$ cat src/rtl/add8_pkg.sv
package add8_pkg;

    localparam int DATA_W   = 8;
    localparam int IDX_W    = 5;
    localparam int INSTR_W  = 16;
    localparam int PREFIX_W = 6;

    localparam logic [PREFIX_W-1:0] PFX_ADD  = 6'b000011;
    localparam logic [PREFIX_W-1:0] PFX_ADDC = 6'b000111;

    localparam int SB_C = 0;
    localparam int SB_Z = 1;
    localparam int SB_N = 2;
    localparam int SB_V = 3;
    localparam int SB_S = 4;
    localparam int SB_H = 5;
    localparam int SB_T = 6;
    localparam int SB_I = 7;

    typedef enum logic [1:0] {
        OPK_NONE = 2'd0,
        OPK_ADD  = 2'd1,
        OPK_ADDC = 2'd2
    } op_kind_e;

    typedef struct packed {
        op_kind_e             kind;
        logic [IDX_W-1:0]     dst;
        logic [IDX_W-1:0]     src;
    } dec_t;

    typedef struct packed {
        logic h;
        logic s;
        logic v;
        logic n;
        logic z;
        logic c;
    } arith_flags_t;

    function automatic op_kind_e classify(input logic [PREFIX_W-1:0] pfx);
        op_kind_e k;
        case (pfx)
            PFX_ADD:  k = OPK_ADD;
            PFX_ADDC: k = OPK_ADDC;
            default:  k = OPK_NONE;
        endcase
        return k;
    endfunction

    function automatic logic [7:0] merge_status(input logic [7:0] old,
                                                input arith_flags_t f);
        logic [7:0] r;
        r       = old;
        r[SB_C] = f.c;
        r[SB_Z] = f.z;
        r[SB_N] = f.n;
        r[SB_V] = f.v;
        r[SB_S] = f.s;
        r[SB_H] = f.h;
        return r;
    endfunction

endpackage

$ cat src/rtl/add8_decode.sv
module add8_decode
    import add8_pkg::*;
#(
    parameter int IW = INSTR_W,
    parameter int XW = IDX_W
) (
    input  logic [IW-1:0] word,
    output dec_t          dec
);
    localparam int LOW_W = XW - 1;

    logic [LOW_W-1:0] dst_low;
    logic [LOW_W-1:0] src_low;

    assign dst_low = word[2*LOW_W-1:LOW_W];
    assign src_low = word[LOW_W-1:0];

    always_comb begin
        dec.kind = classify(word[IW-1:IW-PREFIX_W]);
        dec.dst  = {word[2*LOW_W], dst_low};
        dec.src  = {word[2*LOW_W+1], src_low};
    end
endmodule

$ cat src/rtl/add8_ripple.sv
module add8_ripple #(
    parameter int W        = 8,
    parameter int HALF_BIT = 3
) (
    input  logic [W-1:0] a,
    input  logic [W-1:0] b,
    input  logic         cin,
    output logic [W-1:0] sum,
    output logic         c_half,
    output logic         c_into_msb,
    output logic         c_out
);
    logic [W:0] cy;

    assign cy[0] = cin;

    for (genvar i = 0; i < W; i++) begin : g_bit
        logic p;
        assign p         = a[i] ^ b[i];
        assign sum[i]    = p ^ cy[i];
        assign cy[i+1]   = (a[i] & b[i]) | (cy[i] & p);
    end

    assign c_half     = cy[HALF_BIT+1];
    assign c_into_msb = cy[W-1];
    assign c_out      = cy[W];
endmodule

$ cat src/rtl/add8_flags.sv
module add8_flags
    import add8_pkg::*;
#(
    parameter int W = DATA_W
) (
    input  logic [W-1:0]  sum,
    input  logic          c_half,
    input  logic          c_into_msb,
    input  logic          c_out,
    output arith_flags_t  flags
);
    logic ovf;

    assign ovf = c_into_msb ^ c_out;

    always_comb begin
        flags.c = c_out;
        flags.z = ~|sum;
        flags.n = sum[W-1];
        flags.v = ovf;
        flags.s = sum[W-1] ^ ovf;
        flags.h = c_half;
    end
endmodule

$ cat src/rtl/add8_flag_unit.sv
module add8_flag_unit
    import add8_pkg::*;
#(
    parameter int DW       = DATA_W,
    parameter int XW       = IDX_W,
    parameter int IW       = INSTR_W,
    parameter int HALF_BIT = 3
) (
    input  logic          clk,
    input  logic          rst,
    input  logic          instr_valid,
    input  logic [15:0]   instr,
    input  logic [7:0]    rd_val,
    input  logic [7:0]    rr_val,
    input  logic [7:0]    sreg_in,
    output logic          res_valid,
    output logic [7:0]    res_data,
    output logic [4:0]    dst_idx,
    output logic [4:0]    src_idx,
    output logic          sreg_wr,
    output logic [7:0]    sreg_out,
    output logic          pc_step
);
    dec_t          dec;
    logic          take;
    logic          cin;
    logic [DW-1:0] sum;
    logic          c_half;
    logic          c_into_msb;
    logic          c_out;
    arith_flags_t  flags;
    logic [7:0]    status_nx;

    add8_decode #(.IW(IW), .XW(XW)) u_dec (
        .word (instr),
        .dec  (dec)
    );

    assign take = instr_valid && (dec.kind != OPK_NONE);
    assign cin  = (dec.kind == OPK_ADDC) && sreg_in[SB_C];

    add8_ripple #(.W(DW), .HALF_BIT(HALF_BIT)) u_add (
        .a          (rd_val),
        .b          (rr_val),
        .cin        (cin),
        .sum        (sum),
        .c_half     (c_half),
        .c_into_msb (c_into_msb),
        .c_out      (c_out)
    );

    add8_flags #(.W(DW)) u_flg (
        .sum        (sum),
        .c_half     (c_half),
        .c_into_msb (c_into_msb),
        .c_out      (c_out),
        .flags      (flags)
    );

    assign status_nx = merge_status(sreg_in, flags);

    always_ff @(posedge clk) begin
        if (rst) begin
            res_valid <= 1'b0;
            sreg_wr   <= 1'b0;
            pc_step   <= 1'b0;
            res_data  <= '0;
            sreg_out  <= '0;
            dst_idx   <= '0;
            src_idx   <= '0;
        end else begin
            res_valid <= take;
            sreg_wr   <= take;
            pc_step   <= take;
            if (take) begin
                res_data <= sum;
                sreg_out <= status_nx;
                dst_idx  <= dec.dst;
                src_idx  <= dec.src;
            end
        end
    end
endmodule

$ cat config.mk
export PLATFORM = sky130hd
export DESIGN_NAME = add8_flag_unit
export DESIGN_NICKNAME = d
export VERILOG_FILES = /design/src/rtl/add8_pkg.sv /design/src/rtl/add8_decode.sv /design/src/rtl/add8_ripple.sv /design/src/rtl/add8_flags.sv /design/src/rtl/add8_flag_unit.sv
export SDC_FILE = /design/constraint.sdc
export NUM_CORES = 1
export LEC_CHECK = 0
export CORE_MARGIN = 8
export CORE_UTILIZATION = 41
export DETAILED_ROUTE_END_ITERATION = 10
export GPL_ROUTABILITY_DRIVEN = 0
export PLACE_DENSITY = 0.93
export SLEW_MARGIN = 15
export SYNTH_ARGS = -nofsm -noshare
export SYNTH_HDL_FRONTEND = slang
export SYNTH_SLANG_ARGS = --single-unit
$ cat constraint.sdc
create_clock -name clk -period 11.8 [get_ports clk]
set_input_delay 2.36 -clock clk [delete_from_list [all_inputs] [get_ports clk]]
set_output_delay 2.36 -clock clk [all_outputs]
set_load 0.02 [all_outputs]
# == Yosys cells after proc, flatten, opt, wreduce, memory -nomap -nowiden ==
# Index checks and enable logic that the tools add are counted.
# totals
register_bits,27
output_inout_bits,29
in_bits,43
elab_cells,56
# classes
eq_ne,3
reduce_logical,5
bitwise,42
mux,1
# ops
op,n
$xor A1 B1 Y1,18
$and A1 B1 Y1,16
$or A1 B1 Y1,8
$reduce_or A8 Y1,1
$eq A6 B2 Y1 const B,1
$eq A6 B3 Y1 const B,1
$pmux W2 S2,1
$eq A2 B2 Y1 const B,1
$logic_and A1 B1 Y1,2
$reduce_bool A2 Y1,1
$logic_not A1 Y1,1

# == Depth between registers and ports, before layout ==
# depth
depth_word,22
depth_mapped,15
mapped_depth_nobuf,15

# == Hierarchy ==
# A second synthesis with hierarchy kept.
# hier_totals
hier_cells,168
area_unflattened_um2,1635.3
# modules_own_cells
module,area_each_um2,instances,seq_area_each_um2,cells_per_inst
add8_flag_unit,1234.9,1,540.5,118
add8_ripple,231.5,1,0.0,27
add8_decode,102.6,1,0.0,14
add8_flags,66.3,1,0.0,9

# == Worst setup path before layout ==
# OpenSTA, ideal clock, no wires.
# synth_timing
path_type,input to register
from,input instr[15]
to,register sreg_out[1]
arrival_ps,5965
setup_slack_ps,5764
required_ps,11730
cell_stages,15
setup_time_ps,70
path_buffers,0
cell_sequence,nor2_2 -> and4b_1 -> nand3_1 -> fa_1 -> fa_1 -> inv_1 -> fa_1 -> fa_1 -> fa_1 -> fa_1 -> fa_1 -> fa_1 -> nor4bb_1 -> nand4_1 -> a21oi_1
# synth_lines
element,line,source
from (decl),add8_flag_unit.sv:12,"input logic [15:0] instr,"
to (signal assigned),add8_flag_unit.sv:77,sreg_out <= status_nx;
to (decl),add8_flag_unit.sv:21,"output logic [7:0] sreg_out,"

==> qor.csv <==
metric,value,unit
status,"complete, no violations",
die width,71.8,um
Worst EP required,12.04,ns
critical path arrival,7.01,ns
ys async rst share,0,
grt ovf,0,
distinct cell type count after synthesis,25,
mapped cell area,0.00128,sq mm
list of most frequent post-synthesis cells,"26 x dfxtp_1, 25 x a21oi_1, 20 x nand3_1",
Die Span Y,71.8,um
unrepaired setup endpoints after global routing,no,
Comb pwr share,0.185,
top-area cell type share of the netlist area,0.407,
"EDFF count, synth",0,
PostCTS Resize Cnt,0,
Sw Ratio,0.229,
clk sinks,26,
Num CTS Buffers,3,
antenna cells,0,
layout cell share with drive strength beyond 1,0.0309,
Power Density,94.9,mW/mm^2
Worst Skew,0,ns
reg2reg start,res_data[1],
die area,0.00516,sq mm
Final period util,0.574,
Worst slew margin,0.288,
largest net degree at the start of global routing,27,
fin worst setup slack,5.03,ns
Fin. Hold Viols,0,
final critical-path required period,6.77,ns
area grow syn2layout,51.2,%
CTS tree,yes,
FF-to-FF path depth,2,
Hold Path Sink,dst_idx[1],
worst hold-check path type,reg -> reg,
CTS max path bufs,2,
Pwr Total,0.183,mW
core footprint,0.00300,sq mm
DRT Wirelength,3590,um
I/O Buffers,66,
final setup vio count,0,
post-synth top area cell,dfxtp_1,
Placement Setup Slack,4.71,ns
Worst R2R End,res_data[1],
vias per std cell,5.40,
Clk network pwr share,0.330,
first-pass GRT wire length,6060,um
initial antenna violation count,0,
hold_sp,dst_idx[1],
Reg power frac,0.485,
post-route insts no fill,227,
Antenna Violating Nets Remaining,0,
critical path class,in -> reg,
FF-to-FF setup slack,11.02,ns
cell-internal power,0.141,mW
Slew @ Worst Pin,1.07,ns
clk slew on worst S/H paths,0.14,ns
Residual DRC,0,
drt initial violations,62,
"Avg Cell Area, Syn",9.20,sq um
Switch Pwr,0.0419,mW
nets@finish,247,
achievable frequency,0.148,GHz
leakage,0.653,nW
gr usage total,0.144,
clk root buf,clkbuf_4,
htree depth,1,
synth top area cells,"dfxtp_1 41%, fa_1 14%, a21oi_1 9.8%",
placed cell count,223,
Yosys reg bits,26,
Synth Warn #,0,
cell with the most instances after synthesis,dfxtp_1,
num ports,72,
Starting Density,0.426,
Via Count,1225,
Crit. End Element,register,
DRT Pass-1 Iters,4,
CP Max Fanout,26,
Synthesized Nets,191,
vias in the first global route,1267,
Worst Hold Depth,2,
Max Cap Viol,0,
Post-CTS Setup Inserts,0,
startpoint types,input port,
sequential area share after synthesis,0.407,
estimated wirelength of the detail-placed design,2730,um
WL per Instance,15.8,um
Pins Over Slew Limit,0,
Most used DFF post-synth,dfxtp_1,
Worst-Skew Late Latency,0.31,ns
Peak VDD IR,0.0436,mV
cells after synthesis,139,
hold buffer count at CTS,0,
setup TNS,0,ns
Fill cells,273,
row count,20,
==> worst max-delay path, stage by stage <==
cell and delay (ns):
clkdlybuf4s50_1 0.43, nor2_2 0.84, and4b_1 0.31, nand3_1 0.10, fa_1 0.38, fa_1 0.37
inv_1 0.07, fa_1 0.18, fa_1 0.22, fa_1 0.20, fa_1 0.18, fa_1 0.28
fa_1 0.47, nor4bb_1 0.32, nand4_1 0.13, a21oi_1 0.18
==> layout make-up <==
cell class                      instances  area (sq um)  share of cell area
Tap cell                               33          41.3              0.0214
Clock buffer                            3          22.5              0.0117
Multi-Input combinational cell         91           632               0.327
Clock inverter                          1          30.0              0.0155
Sequential cell                        26           520               0.269
Timing Repair Buffer                   66           661               0.342
Inverter                                7          26.3              0.0136
==> placed cells by master, fill, tap and decap left out, drive strengths merged <==
master and instances:
nand4b 1, bufinv 1, nor2 2, or2 1, clkbuf 3, nor4 1, xnor2 1, o21ai 21
nand4 1, and4b 2, fa 9, dfxtp 26, a21oi 25, nor4bb 1, inv 7, nor3 1
nand3 21, a211oi 4, clkdlybuf4s50 66
==> power groups by stage <==
stage | clock network [mW] | registers, mW | logic [mW]
floorplan | 0 | 0.0917 | 0.0152
detailed placement | 0 | 0.0908 | 0.0340
global placement | 0 | 0.0908 | 0.0332
CTS | 0.0624 | 0.0889 | 0.0341
finish | 0.0605 | 0.0889 | 0.0340
global route | 0.0659 | 0.0890 | 0.0376
==> cell families after synthesis <==
kind of cell,share of synthesized area
compound gates,0.204
buf+inv,0.0988
xor+xnor,0.00685
flops,0.407
fa+ha+maj,0.141
simple gates,0.143
==> worst max-delay path by stage <==
stage	startpoint	endpoint	slack (ns)	depth (start not counted)
6_report	instr[15]	sreg_out[1]	5.03	16
5_1_grt	instr[15]	sreg_out[1]	4.70	16
4_1_cts	instr[15]	sreg_out[1]	5.05	16
3_5_place_dp	instr[15]	sreg_out[1]	4.71	16
3_3_place_gp	instr[15]	sreg_out[1]	4.79	16
2_1_floorplan	instr[15]	sreg_out[1]	5.76	15
==> through the flow <==
stage	util	instance area [sq um]	hold WS, ns
2_1_floorplan	-	1280	0.554
3_3_place_gp	0.626	1880	0.460
3_5_place_dp	0.626	1880	0.466
4_1_cts	0.644	1930	0.486
5_1_grt	0.644	1930	0.508
6_report	0.644	1930	0.486
==> state kept, by name, summed over array words and instances (netlist names) <==
name and cells:
sreg_out 8, dst_idx 5, res_data 7, pc_step 1, src_idx 5
==> per-layer routing <==
metal | global-route usage | vias up | routed length (um)
li1 | - | 594 | -
met1 | 0.169 | 586 | 1380
met2 | 0.240 | 45 | 1810
met3 | 0.0614 | 0 | 386
met4 | 0.0272 | 0 | 0
met5 | 0 | - | 0
Note: power is estimated with default switching activity, not from simulation.
